`config.mk`:
```
export PLATFORM = sky130hd
export DESIGN_NAME = sc_core
export DESIGN_NICKNAME = d
export VERILOG_FILES = /design/src/rtl/sc_pkg.sv /design/src/rtl/sc_ctrl.sv /design/src/rtl/sc_alu.sv /design/src/rtl/sc_regfile.sv /design/src/rtl/sc_pcunit.sv /design/src/rtl/sc_core.sv
export SDC_FILE = /design/constraint.sdc
export NUM_CORES = 2
export LEC_CHECK = 0
export ABC_CLOCK_PERIOD_IN_PS = 8500
export BUFFER_PORTS_ARGS = -buffer_cell sky130_fd_sc_hd__buf_2
export CAP_MARGIN = 20
export CORE_MARGIN = 4
export CORE_UTILIZATION = 39
export CTS_CLUSTER_DIAMETER = 60
export DETAILED_ROUTE_END_ITERATION = 10
export PLACE_DENSITY = 0.66
export SETUP_SLACK_MARGIN = 0.5
export SYNTH_ARGS = -nofsm -noshare
export SYNTH_HDL_FRONTEND = slang
export SYNTH_SLANG_ARGS = --single-unit
```
`constraint.sdc`:
```
create_clock -name clk -period 8.5 [get_ports clk]
set_clock_uncertainty 0.2 [all_clocks]
set_input_delay 1.275 -clock clk [delete_from_list [all_inputs] [get_ports clk]]
set_output_delay 1.275 -clock clk [all_outputs]
set_load 0.05 [all_outputs]
```
`src/rtl/sc_pkg.sv`:
```
package sc_pkg;
  localparam int XLEN    = 32;
  localparam int RIDX_W  = 5;
  localparam int NREGS   = 2 ** RIDX_W;
  localparam int IMM_W   = 16;
  localparam int JIDX_W  = 26;
  localparam int REGION_W = XLEN - JIDX_W - 2;

  localparam logic [5:0] OP_RTYPE = 6'h00;
  localparam logic [5:0] OP_JMP   = 6'h02;
  localparam logic [5:0] OP_BEQ   = 6'h04;
  localparam logic [5:0] OP_LW    = 6'h23;
  localparam logic [5:0] OP_SW    = 6'h2B;

  localparam logic [5:0] FN_ADD = 6'h20;
  localparam logic [5:0] FN_SUB = 6'h22;
  localparam logic [5:0] FN_AND = 6'h24;
  localparam logic [5:0] FN_OR  = 6'h25;
  localparam logic [5:0] FN_SLT = 6'h2A;

  typedef enum logic [1:0] {
    AOP_ADD   = 2'b00,
    AOP_SUB   = 2'b01,
    AOP_FUNCT = 2'b10,
    AOP_RSVD  = 2'b11
  } aluop_e;

  typedef enum logic [2:0] {
    ALU_ADD, ALU_SUB, ALU_AND, ALU_OR, ALU_SLT
  } alu_fn_e;

  typedef struct packed {
    logic   reg_dst;
    aluop_e alu_op;
    logic   alu_src;
    logic   branch;
    logic   mem_read;
    logic   mem_write;
    logic   reg_write;
    logic   mem_to_reg;
    logic   jump;
  } ctrl_t;

  function automatic logic [XLEN-1:0] sext_imm(input logic [IMM_W-1:0] imm);
    return {{(XLEN-IMM_W){imm[IMM_W-1]}}, imm};
  endfunction

  function automatic logic [XLEN-1:0] branch_target(input logic [XLEN-1:0] seq_pc,
                                                    input logic [XLEN-1:0] imm_ext);
    return seq_pc + {imm_ext[XLEN-3:0], 2'b00};
  endfunction

  function automatic logic [XLEN-1:0] jump_target(input logic [XLEN-1:0] seq_pc,
                                                  input logic [JIDX_W-1:0] idx);
    return {seq_pc[XLEN-1 -: REGION_W], idx, 2'b00};
  endfunction

  function automatic alu_fn_e alu_select(input aluop_e op, input logic [5:0] fn);
    alu_fn_e sel;
    sel = ALU_ADD;
    case (op)
      AOP_SUB: sel = ALU_SUB;
      AOP_FUNCT: begin
        case (fn)
          FN_SUB:  sel = ALU_SUB;
          FN_AND:  sel = ALU_AND;
          FN_OR:   sel = ALU_OR;
          FN_SLT:  sel = ALU_SLT;
          default: sel = ALU_ADD;
        endcase
      end
      default: sel = ALU_ADD;
    endcase
    return sel;
  endfunction
endpackage

```
`src/rtl/sc_ctrl.sv`:
```
module sc_ctrl
  import sc_pkg::*;
(
  input  logic [5:0] opcode,
  output ctrl_t      ctrl
);
  always_comb begin
    ctrl = '0;
    case (opcode)
      OP_RTYPE: begin
        ctrl.reg_dst   = 1'b1;
        ctrl.alu_op    = AOP_FUNCT;
        ctrl.reg_write = 1'b1;
      end
      OP_LW: begin
        ctrl.alu_op     = AOP_ADD;
        ctrl.alu_src    = 1'b1;
        ctrl.mem_read   = 1'b1;
        ctrl.reg_write  = 1'b1;
        ctrl.mem_to_reg = 1'b1;
      end
      OP_SW: begin
        ctrl.reg_dst    = 1'bx;
        ctrl.mem_to_reg = 1'bx;
        ctrl.alu_op     = AOP_ADD;
        ctrl.alu_src    = 1'b1;
        ctrl.mem_write  = 1'b1;
      end
      OP_BEQ: begin
        ctrl.reg_dst    = 1'bx;
        ctrl.mem_to_reg = 1'bx;
        ctrl.alu_op     = AOP_SUB;
        ctrl.branch     = 1'b1;
      end
      OP_JMP: begin
        ctrl.jump = 1'b1;
      end
      default: ctrl = '0;
    endcase
  end
endmodule

```
`src/rtl/sc_alu.sv`:
```
module sc_alu
  import sc_pkg::*;
(
  input  logic [XLEN-1:0] a,
  input  logic [XLEN-1:0] b,
  input  aluop_e          op,
  input  logic [5:0]      funct,
  output logic [XLEN-1:0] y,
  output logic            zero
);
  alu_fn_e fn_sel;

  assign fn_sel = alu_select(op, funct);

  always_comb begin
    case (fn_sel)
      ALU_SUB: y = a - b;
      ALU_AND: y = a & b;
      ALU_OR:  y = a | b;
      ALU_SLT: y = {{(XLEN-1){1'b0}}, ($signed(a) < $signed(b))};
      default: y = a + b;
    endcase
  end

  assign zero = (y == '0);
endmodule

```
`src/rtl/sc_regfile.sv`:
```
module sc_regfile #(
  parameter int W = 32,
  parameter int N = 32,
  localparam int AW = $clog2(N)
) (
  input  logic          clk,
  input  logic          we,
  input  logic [AW-1:0] waddr,
  input  logic [W-1:0]  wdata,
  input  logic [AW-1:0] raddr_a,
  output logic [W-1:0]  rdata_a,
  input  logic [AW-1:0] raddr_b,
  output logic [W-1:0]  rdata_b
);
  logic [W-1:0] bank [N];

  always_ff @(posedge clk) begin
    if (we && (waddr != '0)) bank[waddr] <= wdata;
  end

  assign rdata_a = (raddr_a == '0) ? '0 : bank[raddr_a];
  assign rdata_b = (raddr_b == '0) ? '0 : bank[raddr_b];
endmodule

```
`src/rtl/sc_pcunit.sv`:
```
module sc_pcunit
  import sc_pkg::*;
(
  input  logic              clk,
  input  logic              rst,
  input  logic              take_branch,
  input  logic              do_jump,
  input  logic [XLEN-1:0]   imm_ext,
  input  logic [JIDX_W-1:0] jidx,
  output logic [XLEN-1:0]   pc_q,
  output logic [XLEN-1:0]   pc_plus4
);
  logic [XLEN-1:0] pc_next;

  assign pc_plus4 = pc_q + XLEN'(4);

  always_comb begin
    if (do_jump)          pc_next = jump_target(pc_plus4, jidx);
    else if (take_branch) pc_next = branch_target(pc_plus4, imm_ext);
    else                  pc_next = pc_plus4;
  end

  always_ff @(posedge clk) begin
    if (rst) pc_q <= '0;
    else     pc_q <= pc_next;
  end
endmodule

```
`src/rtl/sc_core.sv`:
```
module sc_core
  import sc_pkg::*;
(
  input  logic        clk,
  input  logic        rst,
  output logic [31:0] imem_addr,
  input  logic [31:0] imem_rdata,
  output logic [31:0] dmem_addr,
  output logic [31:0] dmem_wdata,
  output logic        dmem_rd_en,
  output logic        dmem_wr_en,
  input  logic [31:0] dmem_rdata
);
  logic [XLEN-1:0]   instr;
  logic [5:0]        opcode;
  logic [RIDX_W-1:0] rs_idx, rt_idx, rd_idx, wr_idx;
  logic [5:0]        funct;
  logic [IMM_W-1:0]  imm;
  logic [JIDX_W-1:0] jidx;
  logic [XLEN-1:0]   imm_ext, rs_val, rt_val, alu_b, alu_res, wb_val;
  logic [XLEN-1:0]   pc_q, pc_plus4;
  logic              alu_zero, take_branch, do_jump, reg_we;
  ctrl_t             ctrl;

  assign instr  = imem_rdata;
  assign opcode = instr[31:26];
  assign rs_idx = instr[25:21];
  assign rt_idx = instr[20:16];
  assign rd_idx = instr[15:11];
  assign funct  = instr[5:0];
  assign imm    = instr[15:0];
  assign jidx   = instr[25:0];

  sc_ctrl u_ctrl (
    .opcode (opcode),
    .ctrl   (ctrl)
  );

  assign imm_ext = sext_imm(imm);
  assign wr_idx  = ctrl.reg_dst ? rd_idx : rt_idx;
  assign reg_we  = ctrl.reg_write;
  assign wb_val  = ctrl.mem_to_reg ? dmem_rdata : alu_res;

  sc_regfile #(.W(XLEN), .N(NREGS)) u_rf (
    .clk     (clk),
    .we      (reg_we),
    .waddr   (wr_idx),
    .wdata   (wb_val),
    .raddr_a (rs_idx),
    .rdata_a (rs_val),
    .raddr_b (rt_idx),
    .rdata_b (rt_val)
  );

  assign alu_b = ctrl.alu_src ? imm_ext : rt_val;

  sc_alu u_alu (
    .a     (rs_val),
    .b     (alu_b),
    .op    (ctrl.alu_op),
    .funct (funct),
    .y     (alu_res),
    .zero  (alu_zero)
  );

  assign take_branch = ctrl.branch & alu_zero;
  assign do_jump     = ctrl.jump;

  sc_pcunit u_pc (
    .clk         (clk),
    .rst         (rst),
    .take_branch (take_branch),
    .do_jump     (do_jump),
    .imm_ext     (imm_ext),
    .jidx        (jidx),
    .pc_q        (pc_q),
    .pc_plus4    (pc_plus4)
  );

  assign imem_addr  = pc_q;
  assign dmem_addr  = alu_res;
  assign dmem_wdata = rt_val;
  assign dmem_rd_en = ctrl.mem_read;
  assign dmem_wr_en = ctrl.mem_write;
endmodule

```
==> out/summary.md <==
* **number of synthesized flops with an enable pin** 1024
* **antenna violations before repair** 7
* **vias in the first global route** 36400
* **count of port buffers added during placement** 161
* **Post-Place Setup Slack** -0.499 ns
* **power density cells** 224 mW/mm²
* **switching power summed over all nets** 4510 µW
* **clock slew at the register clock pins of the worst setup and hold paths** 0.05 ns
* **Layout Nets** 4042
* **internal power contribution** 10400 µW
* **Placeable Area** 0.144 mm²
* **total of warnings raised by yosys** 0
* **worst hold path depth** 3
* **Hold WC Path Type** flip-flop to flip-flop
* **via count** 37600
* **critical path fanouts, max** 11
* **effective utilization at floorplan** 39.3%
* **CP arrival** 6.45 ns
* **Routed WL** 184000 µm
* **depth of the worst register-to-register path** 25
* **RSZ-0062 raised after global routing** true
* **DR DRC count** 0
* **Clock Power Share** 32.1%
* **clock tree from TritonCTS** built
* **sum of negative setup slack** 0 ns
* **required time of the worst setup path** 7.03 ns
* **first-pass GRT wire length** 261000 µm
* **Max Fclk** 126 MHz
* **number of failing setup endpoints in the final timing report** 0
* **site row count** 139
* **Sequential cell area** 0.0314 mm²
* **startpoint kind of the worst setup timing path** input pin
* **overall track demand over capacity in global routing** 23.8%
* **width of the die** 388 µm
* **average wire per standard cell** 31.5 µm
* **post-detailed-route count of antenna-violating nets** 0
* **remaining max-slew budget at the tightest pin** 18.6%
* **outcome** completed
* **max-capacitance violation count** 0
* **length of the first detailed-routing pass in iterations** 7
* **final period utilization** 93.2%
* **final count of hold timing violations** 0
* **sequential share of the synthesized area** 55.6%
* **largest buffer count on any clock path** 3
* **final estimated routing congestion in global placement** 0.964
* **maximum level of the CTS H-tree** 3
* **switching share of power** 30.2%
* **area leader, netlist** edfxtp_1
* **Post-Syn Area** 0.0564 mm²
* **Syn-to-layout area delta** 18.1%
* **start-to-end type of the worst setup path** input pin to primary output
* **total power after layout** 14900 µW
* **area share of the leading cell type in the synthesized netlist** 54.5%
* **relative contribution of combinational cells to total power** 24.9%
* **largest net degree at the start of global routing** 112
* **worst path setup slack after routing** 0.579 ns
* **Die Y** 388 µm
* **Seq pwr share** 42.9%
* **hold-fix buffer count after cts** 0
* **area occupied by multi-input gates** 0.0246 mm²
* **Root Driver** clkbuf_16
* **Sink Count** 1054
* **Main synth FF type** edfxtp_1
* **unique cell type count in the Yosys netlist** 93
* **post-synthesis instance total** 3470
* **post-synthesis average cell area** 16.3 µm²
* **worst setup slack for register-to-register paths** 1.13 ns
* **ports placed on the boundary** 164
* **most area-consuming cells after synthesis** edfxtp_1 (54%), mux4_2 (25%), ha_1 (2.8%)
* **Tmin final** 7.92 ns
* **global-route congestion overflow total** 0
* **post-synthesis async set-or-reset flop share** 0%
* **Leakage** 0.0226 µW
* **via-per-instance ratio** 6.45
* **FF+latch count, synth** 1054
* **transition time at the pin with the least slew margin** 1.22 ns
* **Slew Limit Fails** 0
* **count of fill cells added during filler insertion** 12100
* **worst ir drop on vdd** 0.000151 V
* **violation count after the first detailed-route iteration** 5367
* **total CTS buffers** 107
* **detailed placer's ending HPWL** 117000 µm
* **clk_lat worst skew** 0.74 ns
* **crit path capture type** primary output
* **minimum hold slack** 0.481 ns
* **die area** 0.151 mm²
* **layout cells sized above 1** 36.4%
==> per-stage QoR <==
step                      instance area (µm²)  std cells  utilization [%]
after floorplan                         56700       3503                -
after global placement                  62000       5607             43.1
after detailed placement                62100       5612             43.2
after CTS                               66000       5817             45.9
after global routing                    66600       5838             46.4
final                                   66700       5840             46.4
==> worst max-delay path, cell delays in order <==
cell,delay (ns)
buf_16,0.15
bufbuf_16,0.34
mux4_2,0.50
mux4_2,0.48
mux2i_1,0.15
buf_4,0.20
nor3_1,0.06
a21oi_1,0.12
buf_4,0.15
ha_1,0.24
buf_4,0.18
a21oi_1,0.24
o21ai_0,0.19
nor3_2,0.23
a31oi_4,0.18
a21oi_4,0.27
a211oi_1,0.14
or3b_2,0.52
a21o_1,0.19
o22ai_1,0.20
or2_4,0.24
buf_12,0.15
==> cell usage in the layout (no fill, tap or decap), types with 49 or more instances in the layout <==
master / count
mux4_2: 633
inv_1: 105
ha_1: 122
buf_2: 135
nand2_1: 142
clkbuf_16: 112
buf_4: 263
nor2_1: 203
nand2b_1: 56
a21oi_1: 121
mux2i_1: 49
edfxtp_1: 1024
o21ai_0: 52
nand3_1: 75
==> Yosys cell counts (11+ instances only) <==
master and number:
a211oi_1 24, a21o_1 43, a21oi_1 135, a31oi_1 17, and3_1 17, buf_1 63, buf_2 13, clkbuf_1 163
dfxtp_1 30, edfxtp_1 1024, ha_1 127, inv_1 106, mux2i_1 53, mux4_2 633, nand2_1 142, nand2b_1 59
nand3_1 77, nand4_1 23, nor2_1 249, nor2b_1 17, nor3_1 40, o2111ai_1 15, o211ai_1 27, o21a_1 11
o21ai_0 60, o21bai_1 11, o22ai_1 13, or3_1 14, or4_1 17, xnor2_1 36, xor2_1 21
==> flip-flops by register name, summed over array words and instances (netlist names) <==
register,count
u_pc.pc_q,30
u_rf.bank,1024
==> final timing paths <==
check	start	endpoint
max	imem_rdata[16]	dmem_addr[26]
min	u_pc.pc_q[31]	u_pc.pc_q[31]
max reg2reg	u_rf.bank[19][0]	u_pc.pc_q[14]
min reg2reg	u_pc.pc_q[31]	u_pc.pc_q[31]
==> cell families after synthesis <==
family	after synthesis	share of synthesized area [%]
AND/OR/NAND/NOR	708	6.08
XOR/XNOR	57	0.885
buffers and inverters	354	2.49
multiplexers	688	26.2
adder cells (fa/ha/maj)	130	2.92
flip-flops	1054	55.6
AO/OA/AOI/OAI	478	5.81
other	1	0.00665
==> repair_timing <==
action	in CTS	in global routing
buffers inserted	3	13
endpoints found under the setup margin	42	43
gates resized for setup	46	70
pin swaps	3	5
gates cloned	4	5
==> area by class of cell <==
| class | count | area share, % |
|---|---|---|
| diodes | 2 | 0.00751 |
| flip-flops and latches | 1054 | 47.0 |
| clock buffers | 127 | 4.13 |
| repair buffers | 480 | 6.52 |
| inverters | 108 | 0.621 |
| well taps | 1903 | 3.57 |
| multi-input cells | 2095 | 36.9 |
| clock inverters | 71 | 1.21 |
==> power by group through the flow <==
stage	clock, µW	combinational, µW	sequential [µW]
final	4800	3720	6410
after detailed placement	0	3510	6520
after global placement	0	3470	6520
after global routing	5090	3930	6410
after CTS	4850	3570	6410
after floorplan	0	2020	6530
==> routing by layer <==
layer  wire (µm)  part of all wire (%)  GRT usage, %  up-vias
met5          26                 0.014             0        -
met4        6150                   3.3          7.11        4
met3       24500                    13          6.75      370
met2       82300                    45          35.9     2609
met1       70900                    39          33.8    19500
li1            -                     -             -    15100
Power figures use the tool's default switching activity.
